<file path="src/rtl/trim_wiper_pkg.sv">
package trim_wiper_pkg;
  parameter int unsigned DEF_CODE_W = 8;

  typedef struct packed {
    logic shdn;
    logic ovr;
  } wiper_mode_t;
endpackage

</file>
<file path="src/rtl/trim_code_reg.sv">
module trim_code_reg #(
  parameter int unsigned CODE_W = 8
) (
  input  logic              clk,
  input  logic              rst,
  input  logic              fuse_locked,
  input  logic [CODE_W-1:0] fuse_code,
  input  logic              wr_en,
  input  logic [CODE_W-1:0] wr_code,
  input  logic              wr_shdn,
  input  logic              wr_ovr,
  output logic [CODE_W-1:0] code_d,
  output logic [CODE_W-1:0] code_q,
  output trim_wiper_pkg::wiper_mode_t mode_d,
  output trim_wiper_pkg::wiper_mode_t mode_q
);
  localparam logic [CODE_W-1:0] MIDSCALE = CODE_W'(1) << (CODE_W - 1);

  logic [CODE_W-1:0] shadow_q;
  logic [CODE_W-1:0] shadow_d;
  logic              take_code;

  // Fuse locking rejects the code unless the overwrite bit accompanies it.
  assign take_code = !fuse_locked || wr_ovr;

  always_comb begin
    code_d   = code_q;
    mode_d   = mode_q;
    shadow_d = shadow_q;
    if (rst) begin
      code_d   = fuse_locked ? fuse_code : MIDSCALE;
      shadow_d = fuse_code;
      mode_d   = '0;
    end else if (wr_en) begin
      mode_d.shdn = wr_shdn;
      mode_d.ovr  = wr_ovr;
      code_d      = take_code ? wr_code : shadow_q;
    end
  end

  always_ff @(posedge clk) begin
    code_q   <= code_d;
    mode_q   <= mode_d;
    shadow_q <= shadow_d;
  end
endmodule

</file>
<file path="src/rtl/trim_tap_decode.sv">
module trim_tap_decode #(
  parameter int unsigned CODE_W = 8,
  localparam int unsigned NTAPS = 1 << CODE_W
) (
  input  logic              clk,
  input  logic [CODE_W-1:0] code_d,
  input  logic              shdn_d,
  output logic [NTAPS-1:0]  tap_sel
);
  // Shutdown parks the selection on tap zero, the B end of the string.
  logic [CODE_W-1:0] sel_code;
  assign sel_code = shdn_d ? '0 : code_d;

  for (genvar t = 0; t < NTAPS; t++) begin : g_tap
    always_ff @(posedge clk) begin
      tap_sel[t] <= (sel_code == CODE_W'(t));
    end
  end
endmodule

</file>
<file path="src/rtl/trim_term_ctl.sv">
module trim_term_ctl (
  input  logic clk,
  input  logic shdn_d,
  output logic term_a_open,
  output logic wiper_to_b
);
  always_ff @(posedge clk) begin
    term_a_open <= shdn_d;
    wiper_to_b  <= shdn_d;
  end
endmodule

</file>
<file path="src/rtl/trim_wiper.sv">
module trim_wiper #(
  parameter int unsigned CODE_W = trim_wiper_pkg::DEF_CODE_W,
  localparam int unsigned NTAPS = 1 << CODE_W
) (
  input  logic              clk,
  input  logic              rst,
  input  logic              fuse_locked,
  input  logic [CODE_W-1:0] fuse_code,
  input  logic              wr_en,
  input  logic [CODE_W-1:0] wr_code,
  input  logic              wr_shdn,
  input  logic              wr_ovr,
  output logic [NTAPS-1:0]  tap_sel,
  output logic              term_a_open,
  output logic              wiper_to_b,
  output logic [CODE_W-1:0] rd_code
);
  logic [CODE_W-1:0]           code_d;
  trim_wiper_pkg::wiper_mode_t mode_d;
  trim_wiper_pkg::wiper_mode_t mode_q;

  trim_code_reg #(.CODE_W(CODE_W)) code_reg_i (
    .clk         (clk),
    .rst         (rst),
    .fuse_locked (fuse_locked),
    .fuse_code   (fuse_code),
    .wr_en       (wr_en),
    .wr_code     (wr_code),
    .wr_shdn     (wr_shdn),
    .wr_ovr      (wr_ovr),
    .code_d      (code_d),
    .code_q      (rd_code),
    .mode_d      (mode_d),
    .mode_q      (mode_q)
  );

  trim_tap_decode #(.CODE_W(CODE_W)) tap_decode_i (
    .clk     (clk),
    .code_d  (code_d),
    .shdn_d  (mode_d.shdn),
    .tap_sel (tap_sel)
  );

  trim_term_ctl term_ctl_i (
    .clk         (clk),
    .shdn_d      (mode_d.shdn),
    .term_a_open (term_a_open),
    .wiper_to_b  (wiper_to_b)
  );
endmodule

</file>
<file path="config.mk">
export PLATFORM = sky130hd
export DESIGN_NAME = trim_wiper
export DESIGN_NICKNAME = d
export VERILOG_FILES = /design/src/rtl/trim_wiper_pkg.sv /design/src/rtl/trim_code_reg.sv /design/src/rtl/trim_tap_decode.sv /design/src/rtl/trim_term_ctl.sv /design/src/rtl/trim_wiper.sv
export SDC_FILE = /design/constraint.sdc
export NUM_CORES = 1
export LEC_CHECK = 0
export BUFFER_PORTS_ARGS = -buffer_cell sky130_fd_sc_hd__buf_2
export CORE_MARGIN = 1
export CORE_UTILIZATION = 53
export DETAILED_ROUTE_END_ITERATION = 8
export PLACE_DENSITY_LB_ADDON = 0.08
export SLEW_MARGIN = 15
export SYNTH_ARGS = -nofsm -noshare
export SYNTH_HDL_FRONTEND = slang
export SYNTH_SLANG_ARGS = --single-unit
</file>
<file path="constraint.sdc">
create_clock -name clk -period 2.8 [get_ports clk]
set_input_delay 0.28 -clock clk [delete_from_list [all_inputs] [get_ports clk]]
set_output_delay 0.28 -clock clk [all_outputs]
set_load 0.05 [all_outputs]
</file>
# Word level (Yosys, flattened, before mapping)
# Index checks and enable logic that the tools add are counted.
# totals
output_inout_bits	266
ff_bits	274
rom_bits	0
inputBits	22
ramBits	0
elab_cells	525
latch_bits	0
n_memories	0
# classes
shift	0
mux	7
div	0
n_bitwise	0
add_sub_neg	0
n_reduce_logical	3
multipliers	0
n_eq_ne	255
order_cmp	0
# ops
op	n
equality test 8 bit (second input constant)	128
equality test 8 x 7 -> 1 bit (second input constant)	64
equality test 8 x 6 -> 1 bit (second input constant)	32
equality test 8 x 5 -> 1 bit (second input constant)	16
equality test 8 x 4 -> 1 bit (second input constant)	8
two-way mux 8 bit	5
equality test 8 x 3 -> 1 bit (second input constant)	4
equality test 8 x 2 -> 1 bit (second input constant)	2
equality test 8 x 1 -> 1 bit (second input constant)	1
zero test 8 bit	1
two-way mux 2 bit	2
zero test 1 bit	1
logical OR 1 bit	1

# Depth between registers and ports, before layout
# depth
ltp_word	7
ltp_mapped	10
ltp_nobuf	6

# Modules after synthesis
# Synthesis repeated with hierarchy kept, for this count alone.
# hier_totals
hier_cells	699
area_unflattened_um2	9156.3
# modules_own_cells
mod	cells_each	n_inst	area_each_um2
trim_tap_decode	640	1	8405.6
trim_code_reg	57	1	723.2
trim_term_ctl	2	1	27.5

# Worst setup path before layout
# OpenSTA, ideal clock, no wires.
# synth_path
kind	register to register
start	reg code_reg_i.code_q[4]
end	reg tap_decode_i.tap_sel[210]
t_arrival_ns	1.981
stages_incl_launch_ff	8
setup_time_ns	0.078
slack_ns	0.741
path_buffers	2
path_cell_list	dfxtp_1 > o21bai_1 > a311oi_2 > nor2_1 > or3_1 > buf_4 > buf_6 > nor3_2
# synth_via
elab_chain_cells	4
# synth_lines
element	line_no	text
start: declaration	trim_code_reg.sv:13	output logic [CODE_W-1:0] code_q,
start signal: assignment	trim_code_reg.sv:42	code_q <= code_d;
two-way mux 8 bit	trim_code_reg.sv:34	end else if (wr_en) begin
two-way mux 8 bit	trim_code_reg.sv:30	if (rst) begin
two-way mux 8 bit	trim_tap_decode.sv:12	assign sel_code = shdn_d ? '0 : code_d;
equality test 8 bit	trim_tap_decode.sv:16	tap_sel[t] <= (sel_code == CODE_W'(t));
end signal: indexed assignment	trim_tap_decode.sv:16	
end: declaration	trim_tap_decode.sv:8	output logic [NTAPS-1:0] tap_sel
# No other way between the ends.
# A chain may end at the register's enable or synchronous reset.

==> impl_metrics.toml <==
[pwr]
p_leak_nw = 4.81
power.total_mw = 8.12
p_per_area_mw_per_mm2 = 740
peakVddDrop_uv = 585

[sta]
fin_crit_ns = 2.27
max_freq_mhz = 440
setup_viol = 0
min_period_over_period = 0.811
worst_pin_slew_ns = 0.982
skew_ns = 0.0119
timing.slew.headroom = 0.345
rsz0062_at_grt = "no"
drv_slew = 0
whs_ns = 0.0580
setup_tns_ns = 0
finalHoldViolCount = 0

[placed_design]
io_buffers = 287
place_hpwl_um = 16400
place_area_mm2 = 0.0101
placed_cells = 1207
globalplace.congestion = 0.903

[worst_setup_path]
crit_fanout = 20
cp.arrival_ns = 2.69
startpoint_type = "flip-flop"
cp_data_required_time_ns = 3.22
critPathKind = "flip-flop to flip-flop"
cp-end-kind = "flip-flop"

[cts]
cts_made_buffers = 26
htreeDepth = 1
cts_tree = "yes"
clk_pin_slew_ns = 0.06
cts_buffer_depth = 3
cts_root_buffer = "clkbuf_16"
clock_latency_ns = 0.52
clock_sinks = 273
post_cts_buffers = 0

[die]
die_area_mm2 = 0.0164
core-area_mm2 = 0.0154
num_rows = 45
ios = 288
chipWidth_um = 128
start_util = 0.548
die_h_um = 128

[routing]
drcViolationCount = 0
ant_nets = 0
drtIter0Drc = 373
avgRoutedWirePerCell_um = 19.2
vias = 6870
first_pass_iters = 4
via_per_inst = 5.47
drt_wl_total_um = 24100

[grt]
grt_max_degree = 49
gr-total-overflow = 0
grt.total_usage = 0.288
grt_pass1_wl_um = 36600
grt_pass1_vias = 6368
antenna_found_initial = 0

[synth]
synth_edf_count = 8
yosys.cell_types.count = 60
syn_avg_cell_area_um2 = 11.3
syn-cell-area_mm2 = 0.00843
async_flop_share = 0
synth_warnings = 0
synth_flop_cell = "dfxtp_1"
syn_inst = 745
seq_area_frac_synth = 0.658
syn_nets = 767
ys_seq_elements = 273

[final_layout]
drive_gt1_frac = 0.398
area_delta_synth_final_pct = 30.2
antenna-diode-count = 0
final_cells = 1255
layout.nets = 1053
fin_area_mm2 = 0.0110

[status]
status = "completed"

[job]
maxCapViolations = 0

[min_path]
min_path_type = "input pin to flip-flop"
==> synthesized netlist by cell type, types with 3 or more instances <==
master | number | share of area
o21a_1 | 3 | 0.0027
nand3_1 | 19 | 0.011
buf_2 | 38 | 0.023
buf_4 | 7 | 0.0062
nand3_2 | 4 | 0.0048
nor4_1 | 94 | 0.070
o21bai_1 | 3 | 0.0027
dfxtp_1 | 265 | 0.63
mux2i_1 | 3 | 0.0036
nand2_1 | 21 | 0.0094
inv_1 | 6 | 0.0027
nor3_1 | 133 | 0.079
nand2_2 | 5 | 0.0037
a211oi_1 | 4 | 0.0036
buf_1 | 4 | 0.0018
nor2_1 | 16 | 0.0071
o21ai_1 | 3 | 0.0018
edfxtp_1 | 8 | 0.029
a21oi_1 | 3 | 0.0018
nand4_1 | 7 | 0.0052
clkbuf_1 | 20 | 0.0089
nor3_2 | 21 | 0.025
inv_2 | 3 | 0.0013
nand3b_1 | 5 | 0.0045
nor2b_1 | 3 | 0.0022
nand2b_1 | 5 | 0.0037
and3_1 | 3 | 0.0022
==> metal layers <==
metal,global-route usage,share of wire,vias to the layer above,routed length [um]
li1,-,-,3258,-
met1,0.375,0.42,3276,10100
met2,0.488,0.48,296,11600
met3,0.0614,0.078,40,1880
met4,0.0720,0.021,0,518
met5,0,0,-,0
==> path summary, 6_finish.rpt <==
check	end	from	cells after the start	slack [ns]
worst max-delay path	tap_decode_i.tap_sel[47]$_DFF_P_	term_ctl_i.wiper_to_b$_DFF_P_	7	0.53
worst min-delay path	code_reg_i.shadow_q[2]$_DFFE_PP_	fuse_code[2]	1	0.06
worst max register to register	tap_decode_i.tap_sel[47]$_DFF_P_	term_ctl_i.wiper_to_b$_DFF_P_	7	0.53
worst min register to register	code_reg_i.code_q[5]$_DFF_P_	code_reg_i.shadow_q[5]$_DFFE_PP_	3	0.72
==> cell type report <==
cell class,count,area (um^2)
Clock inverter,4,57.6
Timing Repair Buffer,329,1830
Inverter,10,40.0
Multi-Input combinational cell,391,2510
Tap cell,211,264
Fill cell,1224,4400
Clock buffer,37,722
Sequential cell,273,5550
==> logic make-up (layout without fill, tap and decap cells) <==
family,Yosys count,count (layout),synth area share
buffers and inverters,81,380,0.0469
AOI/OAI and AO/OA,39,39,0.0477
DFF,273,273,0.658
muxes,5,5,0.00713
and+or+nand+nor,347,347,0.240
==> registers in the layout, indices dropped and copies added (netlist names) <==
| name | flops |
|---|---|
| code_reg_i.shadow_q | 8 |
| tap_decode_i.tap_sel | 256 |
| code_reg_i.code_q | 8 |
| term_ctl_i.wiper_to_b | 1 |
==> worst max-delay path: stages (launching register included) <==
cell	delay, ns
dfxtp_1	0.36
mux2_4	0.32
nand2_4	0.15
inv_4	0.09
a311oi_4	0.30
buf_4	0.28
o21ai_2	0.30
nor4_1	0.36
==> power breakdown <==
| part | internal, mW | switching (mW) |
|---|---|---|
| registers | 3.95 | 0.0202 |
| logic | 0.211 | 0.683 |
| clock network | 1.87 | 1.38 |
==> stage by stage <==
stage               setup WS, ns   util
CTS                        0.536  0.713
floorplan                  0.741      -
finish                     0.529  0.713
global placement           0.223  0.658
detailed placement         0.188  0.658
global route               0.426  0.713
==> cell usage in the layout (no fill, tap or decap), types with 4 or more instances in the layout <==
| cell | instances |
|---|---|
| buf_2 | 287 |
| dfxtp_1 | 265 |
| nor3_1 | 133 |
| nor4_1 | 94 |
| buf_4 | 30 |
| clkbuf_16 | 26 |
| nand2_1 | 21 |
| nor3_2 | 21 |
| nand3_1 | 19 |
| nor2_1 | 15 |
| clkbuf_1 | 8 |
| edfxtp_1 | 8 |
| nand4_1 | 7 |
| dlygate4sd3_1 | 7 |
| inv_1 | 6 |
| nand2b_1 | 5 |
| nand3b_1 | 5 |
| nand2_2 | 5 |
| buf_12 | 5 |
| a211oi_1 | 4 |
| nand3_2 | 4 |
==> what timing repair did <==
| action | CTS | global route |
|---|---|---|
| endpoints found under the setup margin | 0 | 0 |
| gates resized for setup | 0 | 0 |
| hold endpoints to repair | 7 | 0 |
| hold buffers | 7 | 0 |
Note: power is estimated with default switching activity, not from simulation.
